File: src/rtl/mmu_pkg.sv
package mmu_pkg;

    localparam int MMU_REG_W  = 8;
    localparam int MMU_PAGE_W = MMU_REG_W / 2;

    typedef enum logic [1:0] {
        AREA_ROOT   = 2'd0,
        AREA_BANK   = 2'd1,
        AREA_COMMON = 2'd2
    } mmu_area_e;

    typedef enum logic [1:0] {
        SEL_LIMIT = 2'd0,
        SEL_CBASE = 2'd1,
        SEL_BBASE = 2'd2,
        SEL_NONE  = 2'd3
    } mmu_sel_e;

    typedef struct packed {
        logic [MMU_REG_W-1:0] limit;
        logic [MMU_REG_W-1:0] cbase;
        logic [MMU_REG_W-1:0] bbase;
    } mmu_regs_t;

endpackage

File: src/rtl/mmu_regfile.sv
module mmu_regfile
    import mmu_pkg::*;
#(
    parameter logic [MMU_REG_W-1:0] RST_LIMIT = 8'hF0
) (
    input  logic                 clk,
    input  logic                 rst_n,
    input  logic                 wr_en,
    input  logic [1:0]           wr_sel,
    input  logic [MMU_REG_W-1:0] wr_data,
    output mmu_regs_t            regs_q
);

    mmu_regs_t regs_d;

    always_comb begin
        regs_d = regs_q;
        if (wr_en) begin
            case (mmu_sel_e'(wr_sel))
                SEL_LIMIT: regs_d.limit = wr_data;
                SEL_CBASE: regs_d.cbase = wr_data;
                SEL_BBASE: regs_d.bbase = wr_data;
                default:   regs_d       = regs_q;
            endcase
        end
    end

    always_ff @(posedge clk) begin
        if (!rst_n) begin
            regs_q.limit <= RST_LIMIT;
            regs_q.cbase <= '0;
            regs_q.bbase <= '0;
        end else begin
            regs_q <= regs_d;
        end
    end

endmodule

File: src/rtl/mmu_area_decode.sv
module mmu_area_decode
    import mmu_pkg::*;
#(
    parameter int LA_W = 16
) (
    input  logic [LA_W-1:0]      log_addr,
    input  logic [MMU_REG_W-1:0] limit,
    output mmu_area_e            area
);

    logic [MMU_PAGE_W-1:0] page;
    logic [MMU_PAGE_W-1:0] com_start;
    logic [MMU_PAGE_W-1:0] bank_start;
    logic                  in_common;
    logic                  in_bank;

    always_comb begin
        page       = log_addr[LA_W-1 -: MMU_PAGE_W];
        com_start  = limit[MMU_REG_W-1 -: MMU_PAGE_W];
        bank_start = limit[MMU_PAGE_W-1:0];
        in_common  = (page >= com_start);
        in_bank    = (page >= bank_start);
        if (in_common)    area = AREA_COMMON;
        else if (in_bank) area = AREA_BANK;
        else              area = AREA_ROOT;
    end

endmodule

File: src/rtl/mmu_relocate.sv
module mmu_relocate #(
    parameter int LA_W   = 16,
    parameter int PA_W   = 20,
    parameter int BASE_W = 8,
    parameter int SHIFT  = 12
) (
    input  logic [LA_W-1:0]   log_addr,
    input  logic [BASE_W-1:0] base,
    output logic [PA_W-1:0]   phys_addr
);

    logic [PA_W-1:0] base_ext;
    logic [PA_W-1:0] addr_ext;

    always_comb begin
        base_ext  = PA_W'(base) << SHIFT;
        addr_ext  = PA_W'(log_addr);
        phys_addr = base_ext + addr_ext;
    end

endmodule

File: src/rtl/bank_mmu.sv
module bank_mmu
    import mmu_pkg::*;
#(
    parameter int LA_W = 16,
    parameter int PA_W = 20
) (
    input  logic                 clk,
    input  logic                 rst_n,
    input  logic [LA_W-1:0]      log_addr,
    input  logic                 cfg_wr,
    input  logic [1:0]           cfg_sel,
    input  logic [MMU_REG_W-1:0] cfg_data,
    output logic [PA_W-1:0]      phys_addr,
    output logic [1:0]           area
);

    localparam int SHIFT   = LA_W - MMU_PAGE_W;
    localparam int N_RELOC = 2;

    mmu_regs_t        regs_q;
    mmu_area_e        area_sel;
    logic [MMU_REG_W-1:0] reloc_base [N_RELOC];
    logic [PA_W-1:0]  reloc_addr [N_RELOC];

    mmu_regfile u_regs (
        .clk     (clk),
        .rst_n   (rst_n),
        .wr_en   (cfg_wr),
        .wr_sel  (cfg_sel),
        .wr_data (cfg_data),
        .regs_q  (regs_q)
    );

    mmu_area_decode #(.LA_W(LA_W)) u_decode (
        .log_addr (log_addr),
        .limit    (regs_q.limit),
        .area     (area_sel)
    );

    assign reloc_base[0] = regs_q.bbase;
    assign reloc_base[1] = regs_q.cbase;

    for (genvar k = 0; k < N_RELOC; k++) begin : g_reloc
        mmu_relocate #(
            .LA_W   (LA_W),
            .PA_W   (PA_W),
            .BASE_W (MMU_REG_W),
            .SHIFT  (SHIFT)
        ) u_reloc (
            .log_addr  (log_addr),
            .base      (reloc_base[k]),
            .phys_addr (reloc_addr[k])
        );
    end

    always_comb begin
        case (area_sel)
            AREA_BANK:   phys_addr = reloc_addr[0];
            AREA_COMMON: phys_addr = reloc_addr[1];
            default:     phys_addr = PA_W'(log_addr);
        endcase
        area = area_sel;
    end

endmodule

File: config.mk
export PLATFORM = sky130hd
export DESIGN_NAME = bank_mmu
export DESIGN_NICKNAME = d
export VERILOG_FILES = /design/src/rtl/mmu_pkg.sv /design/src/rtl/mmu_regfile.sv /design/src/rtl/mmu_area_decode.sv /design/src/rtl/mmu_relocate.sv /design/src/rtl/bank_mmu.sv
export SDC_FILE = /design/constraint.sdc
export NUM_CORES = 1
export LEC_CHECK = 0
export BUFFER_PORTS_ARGS = -buffer_cell sky130_fd_sc_hd__buf_2
export CAP_MARGIN = 20
export CORE_ASPECT_RATIO = 0.5
export CORE_MARGIN = 3
export CORE_UTILIZATION = 46
export DETAILED_ROUTE_END_ITERATION = 8
export HOLD_SLACK_MARGIN = 0.06
export PLACE_DENSITY_LB_ADDON = 0.25
export SLEW_MARGIN = 15
export SYNTH_ARGS = -nofsm -noshare
export SYNTH_HDL_FRONTEND = slang
export SYNTH_SLANG_ARGS = --single-unit
File: constraint.sdc
create_clock -name clk -period 3.82 [get_ports clk]
set_input_delay 0.764 -clock clk [delete_from_list [all_inputs] [get_ports clk]]
set_output_delay 0.764 -clock clk [all_outputs]
set_load 0.005 [all_outputs]
=== Word-level counts from Yosys, hierarchy flattened ===
Index checks and enable logic that the tools add are counted.

* Register bits: 24
* Bits in latches: 0
* RAM bits: 0
* ROM bits: 0
* Input bits: 29
* Output and inout port bits: 22
* Memories: 0

* $add $sub $neg: 2
* $mul: 0
* Div/mod/pow operators: 0
* Magnitude comparators: 2
* Equality and inequality tests: 4
* Shift-type cells: 0
* Mux-type cells: 3
* Bitwise gates (word level): 0
* Reduce and logical (&&, ||, !) cells: 4

{| class="wikitable"
|+ Operators with widths
! kind !! number
|-
| 20-bit by 16-bit adder with 20-bit output || 2
|-
| 20-bit case mux with 2 select lines || 1
|-
| 4-bit greater-or-equal comparator || 2
|-
| 2-bit AND reduction || 3
|-
| 2-bit by 1-bit equality test with 1-bit output (second input constant) || 2
|-
| 2-bit equality test (second input constant) || 2
|-
| 2-bit zero test || 1
|-
| 2-bit two-way mux || 1
|-
| 1-bit two-way mux || 1
|}

=== Depth between registers and ports, before layout ===
* Depth after elaboration: 5
* Gate-level depth with buffers: 13

=== Modules after synthesis ===
From an unflattened synthesis, not the netlist that was laid out.

* Cells, all modules: 265
* Area total of the unflattened synthesis: 2210.9 um^2

{| class="wikitable"
|+ By module, submodules not included
! module !! instances !! cells an instance !! area each (um^2) !! sequential area each (um^2)
|-
| mmu_regfile || 1 || 92 || 943.4 || 480.5
|-
| mmu_relocate || 2 || 40 || 311.5 || 0.0
|-
| bank_mmu || 1 || 68 || 425.4 || 0.0
|-
| mmu_area_decode || 1 || 25 || 219.0 || 0.0
|}

=== Least setup slack after synthesis ===
OpenSTA, ideal clock, no wires.

* Path type: in2out
* Start point: in log_addr[12]
* End point: out phys_addr[18]
* Data arrival time: 3.197 ns
* Data required time: 3.056 ns
* Path slack: -0.141 ns
* Cell stages on the path: 13
* Path through: inv_1 -> ha_1 -> nor3b_2 -> o21a_1 -> buf_6 -> inv_6 -> mux2_2 -> ha_1 -> fa_1 -> a21o_1 -> a21oi_1 -> nor3_1 -> nor3_2

* Elaborated cells on any way between the ends: 9
* Classes of those cells: add/sub (2); order compare (2); eq/ne (2); mux (3)

{| class="wikitable"
|+ RTL lines
! what !! line !! text
|-
| from (decl) || bank_mmu.sv:9 || <nowiki>input logic [LA_W-1:0] log_addr,</nowiki>
|-
| 4-bit greater-or-equal comparator (*) || mmu_area_decode.sv:21 || <nowiki>in_common = (page >= com_start);</nowiki>
|-
| net u_decode.in_common || mmu_area_decode.sv:14 || <nowiki>logic in_common;</nowiki>
|-
| 2-bit two-way mux (*) || mmu_area_decode.sv:23 || <nowiki>if (in_common) area = AREA_COMMON;</nowiki>
|-
| 2-bit equality test / 2-bit by 1-bit equality test with 1-bit output (equally long branches) || bank_mmu.sv:57 || <nowiki>case (area_sel)</nowiki>
|-
| 20-bit case mux with 2 select lines (*) || bank_mmu.sv:57 ||
|-
| to (decl) || bank_mmu.sv:13 || <nowiki>output logic [PA_W-1:0] phys_addr,</nowiki>
|}

The timed path passes the listed nets; every way through them passes the cells marked *.

=== Worst setup path in the final report ===
* Start point: in log_addr[15]
* End point: out phys_addr[19]

* Word-level cells in the longest chain between the ends: 5
* Elaborated cells on any way between the ends: 9
* Classes of those cells: add/sub (2); order compare (2); eq/ne (2); mux (3)

{| class="wikitable"
|+ Ends and longest elaborated chain
! what !! line !! text
|-
| 4-bit greater-or-equal comparator || mmu_area_decode.sv:22 || <nowiki>in_bank = (page >= bank_start);</nowiki>
|-
| 1-bit two-way mux || mmu_area_decode.sv:24 || <nowiki>else if (in_bank) area = AREA_BANK;</nowiki>
|-
| 2-bit two-way mux || mmu_area_decode.sv:23 ||
|-
| 2-bit equality test / 2-bit by 1-bit equality test with 1-bit output (equally long branches) || bank_mmu.sv:57 ||
|-
| 20-bit case mux with 2 select lines (*) || bank_mmu.sv:57 ||
|}

Mark *: on every way between the ends. The rest lies on a longest branch, timed or not.

==> flow_metrics.tcl <==
set metrics [dict create \
    grt_util_all_layers_pct 17.8 \
    grt_pass1_wl_um 5910 \
    synth_area_per_cell_um2 9.20 \
    area_growth_pct 31.0 \
    dr_total_vias 1303 \
    grt_start_max_net_pins 25 \
    final_nets 251 \
    holdWs_ns 0.532 \
    antenna_found_initial 0 \
    crit_required_ns 3.06 \
    finClkSkew_ns 0 \
    firstDrtPassIters 4 \
    worstSkewPairLatency_ns 0.26 \
    wl_per_cell_um 15.1 \
    portBuffers 26 \
    leakagePower_nw 0.994 \
    synth-adder-area-share_pct 10.5 \
    ys_seq_area_share_pct 29.7 \
    drcViolationCount 0 \
    startpoint_type "input pin" \
    hp-class "register to register" \
    wirelength_um 3850 \
    failed_checks "negative setup slack" \
    die_area_um2 4310 \
    top_regs "u_regs.regs_q (24)" \
    post-place-ws_ns -0.256 \
    synth.area.mux_share_pct 18.6 \
    ys_seq_elements 24 \
    synth-xor-area-share_pct 2.16 \
    setup_violations 4 \
    groute.layer.met3.usage_pct 3.45 \
    dp_hpwl_um 2860 \
    drv_slew 0 \
    largest_reg_flops 24 \
    num-fill-cells 272 \
    fin_cells 256 \
    critPathKind "input pin to primary output" \
    clk_pin_slew_worst_paths_ns 0.08 \
    dominantRegCellSynth "dfxtp_1" \
    status "finished, violations left" \
    gp_congestion 0.904 \
    n_antenna_cell 0 \
    rows 14 \
    rsz0062_at_grt "yes" \
    syn_nets 218 \
    worst-slew-pin-transition_ns 0.873 \
    use_met1_pct 25.6 \
    yosysWarnings 0 \
    min_period_ns 3.91 \
    synth_compound_area_share_pct 11.4 \
    finalHoldViolations 0 \
    worstPathCellList "buf_8, ha_4, o211ai_1, o21a_1, buf_6, inv_6, mux2_4, ha_4, a211o_1, a21oi_2, nor4_4, nand3_1, a21oi_2, buf_2" \
    met2_usage_pct 28.4 \
    grt-ovfl-total 0 \
    dp_cells 249 \
    cts_max_path_buffers 2 \
    ctsHoldBuffers 0 \
    slowest_stage "mux2_4" \
    syn-cell-area_um2 1620 \
    cap_violations 0 \
    synth-edff-count 0 \
    synth.distinct_cells 32 \
    regMostFlops "u_regs.regs_q" \
    synth_simple_gate_area_share_pct 17.0 \
    power_density_nw_per_um2 310 \
    max_freq_ghz 0.256 \
    drt_iter0_markers 31 \
    cts_buffers 3 \
    core_area_um2 3170 \
    slew_headroom_pct 41.5 \
    tritoncts "done" \
    cts.htree.levels 1 \
    fin_crit_sh_pct 102 \
    io_pins 51 \
    timing.final.ws_setup_ns -0.0886 \
    die_w_um 89.9 \
    crit_path_max_incr_delay_ns 0.32 \
    ys_async_sr_fraction_pct 0 \
    layout-drive-gt1-share_pct 38.0 \
    synth_cells 176 \
    ant_nets 0 \
    worstPathMaxFanout 3 \
    cp-end-kind "primary output" \
    synth_top_family_by_area "multiplexers" \
    initial_core_util_pct 51.1 \
    grt_pass1_vias 1135 \
    vias_per_cell 5.09 \
    arrival_ns 3.14 \
    ir_drop_mv 0.357 \
    die_y_um 48.0 \
    top_usage_layer "met2" \
    cts_root_buf "clkbuf_8" \
    clkSinkCount 24 \
]
==> placed cells by master, fill, tap and decap left out, drive strengths merged <==
master	count
a21o	3
dfxtp	24
buf	48
o211a	2
o21ai	3
a211o	1
o21a	4
mux2i	23
a21oi	10
bufinv	1
clkbuf	3
nor2b	20
nand3	1
ha	12
nand2	12
nor4	1
nor3b	2
mux2	6
nand2b	1
xor2	2
xnor2	2
fa	1
o211ai	5
inv	9
nor3	3
nor2	7
nand3b	2
==> synth_stat cells, types with 2 or more instances <==
cell | instances | area [um2]
dfxtp_1 | 24 | 480
nand2_1 | 12 | 45.0
nor2_1 | 7 | 26.3
a21oi_1 | 10 | 50.1
buf_4 | 13 | 97.6
mux2i_1 | 23 | 230
a21o_1 | 3 | 22.5
xnor2_1 | 2 | 17.5
o211ai_1 | 5 | 37.5
ha_1 | 12 | 150
o21ai_0 | 3 | 15.0
clkbuf_1 | 4 | 15.0
xor2_1 | 2 | 17.5
inv_1 | 8 | 30.0
nor3_1 | 2 | 10.0
nor2b_1 | 20 | 125
buf_2 | 2 | 10.0
o211a_1 | 2 | 20.0
nand3b_1 | 2 | 15.0
o21a_1 | 4 | 30.0
mux2_2 | 5 | 56.3
==> layout make-up <==
| class | count | area [um2] | area share, % |
|---|---|---|---|
| clock buffer | 3 | 41.3 | 1.95 |
| inverter | 9 | 41.3 | 1.95 |
| sequential | 24 | 480 | 22.7 |
| tap | 48 | 60.1 | 2.83 |
| clock inverter | 1 | 30.0 | 1.42 |
| timing repair buffer | 48 | 339 | 16.0 |
| multi-input combinational | 123 | 1130 | 53.2 |
==> power breakdown <==
| group | internal [mW] | switching (mW) |
|---|---|---|
| registers | 0.259 | 0.00588 |
| clock network | 0.140 | 0.0776 |
| logic | 0.0911 | 0.0828 |
==> repair_timing <==
item | CTS | global route
pin swaps | 20 | 14
resized for setup | 21 | 8
buffers inserted | 3 | 1
endpoints found under the setup margin | 5 | 6
gates cloned | 0 | 0
==> critical path: cells and delay by family <==
family / cells / cell delay (ns)
AOI/OAI and AO/OA: 5 / 0.67
adders and majority gates: 2 / 0.53
and+or+nand+nor: 2 / 0.45
buffers and inverters: 4 / 0.39
muxes: 1 / 0.32
==> path summary, 6_finish.rpt <==
| check | start | depth (start not counted) | slack [ns] | to |
|---|---|---|---|---|
| worst max-delay path | log_addr[15] | 14 | -0.09 | phys_addr[19] |
| worst min-delay path | u_regs.regs_q[10] | 2 | 0.53 | u_regs.regs_q[10] |
| worst min register to register | u_regs.regs_q[10] | 2 | 0.53 | u_regs.regs_q[10] |
| worst max register to register | u_regs.regs_q[19] | 4 | 3.09 | u_regs.regs_q[19] |
==> logic make-up after synthesis <==
family | after synthesis
and+or+nand+nor | 49
xor gates and xnor gates | 4
buffers and inverters | 29
muxes | 29
DFF | 24
AOI/OAI and AO/OA | 28
adders and majority gates | 13
==> through the flow <==
stage	TNS [ns]	total power [mW]	area [um2]	utilization (%)
2_1_floorplan	0	0.368	1650	-
3_3_place_gp	-0.797	0.413	1860	58.6
3_5_place_dp	-1.01	0.416	1860	58.6
4_1_cts	-0.414	0.654	2080	65.7
5_1_grt	-0.785	0.691	2120	66.9
6_report	-0.324	0.656	2120	66.9
==> routing by layer <==
metal  vias to the layer above  wire (um)  share of wire (%)
met4                         0         19               0.49
li1                        658          -                  -
met5                         -          0                  0
met1                       596       2000                 52
met2                        41       1590                 41
met3                         8        245                6.4
Note: power is estimated with default switching activity, not from simulation.
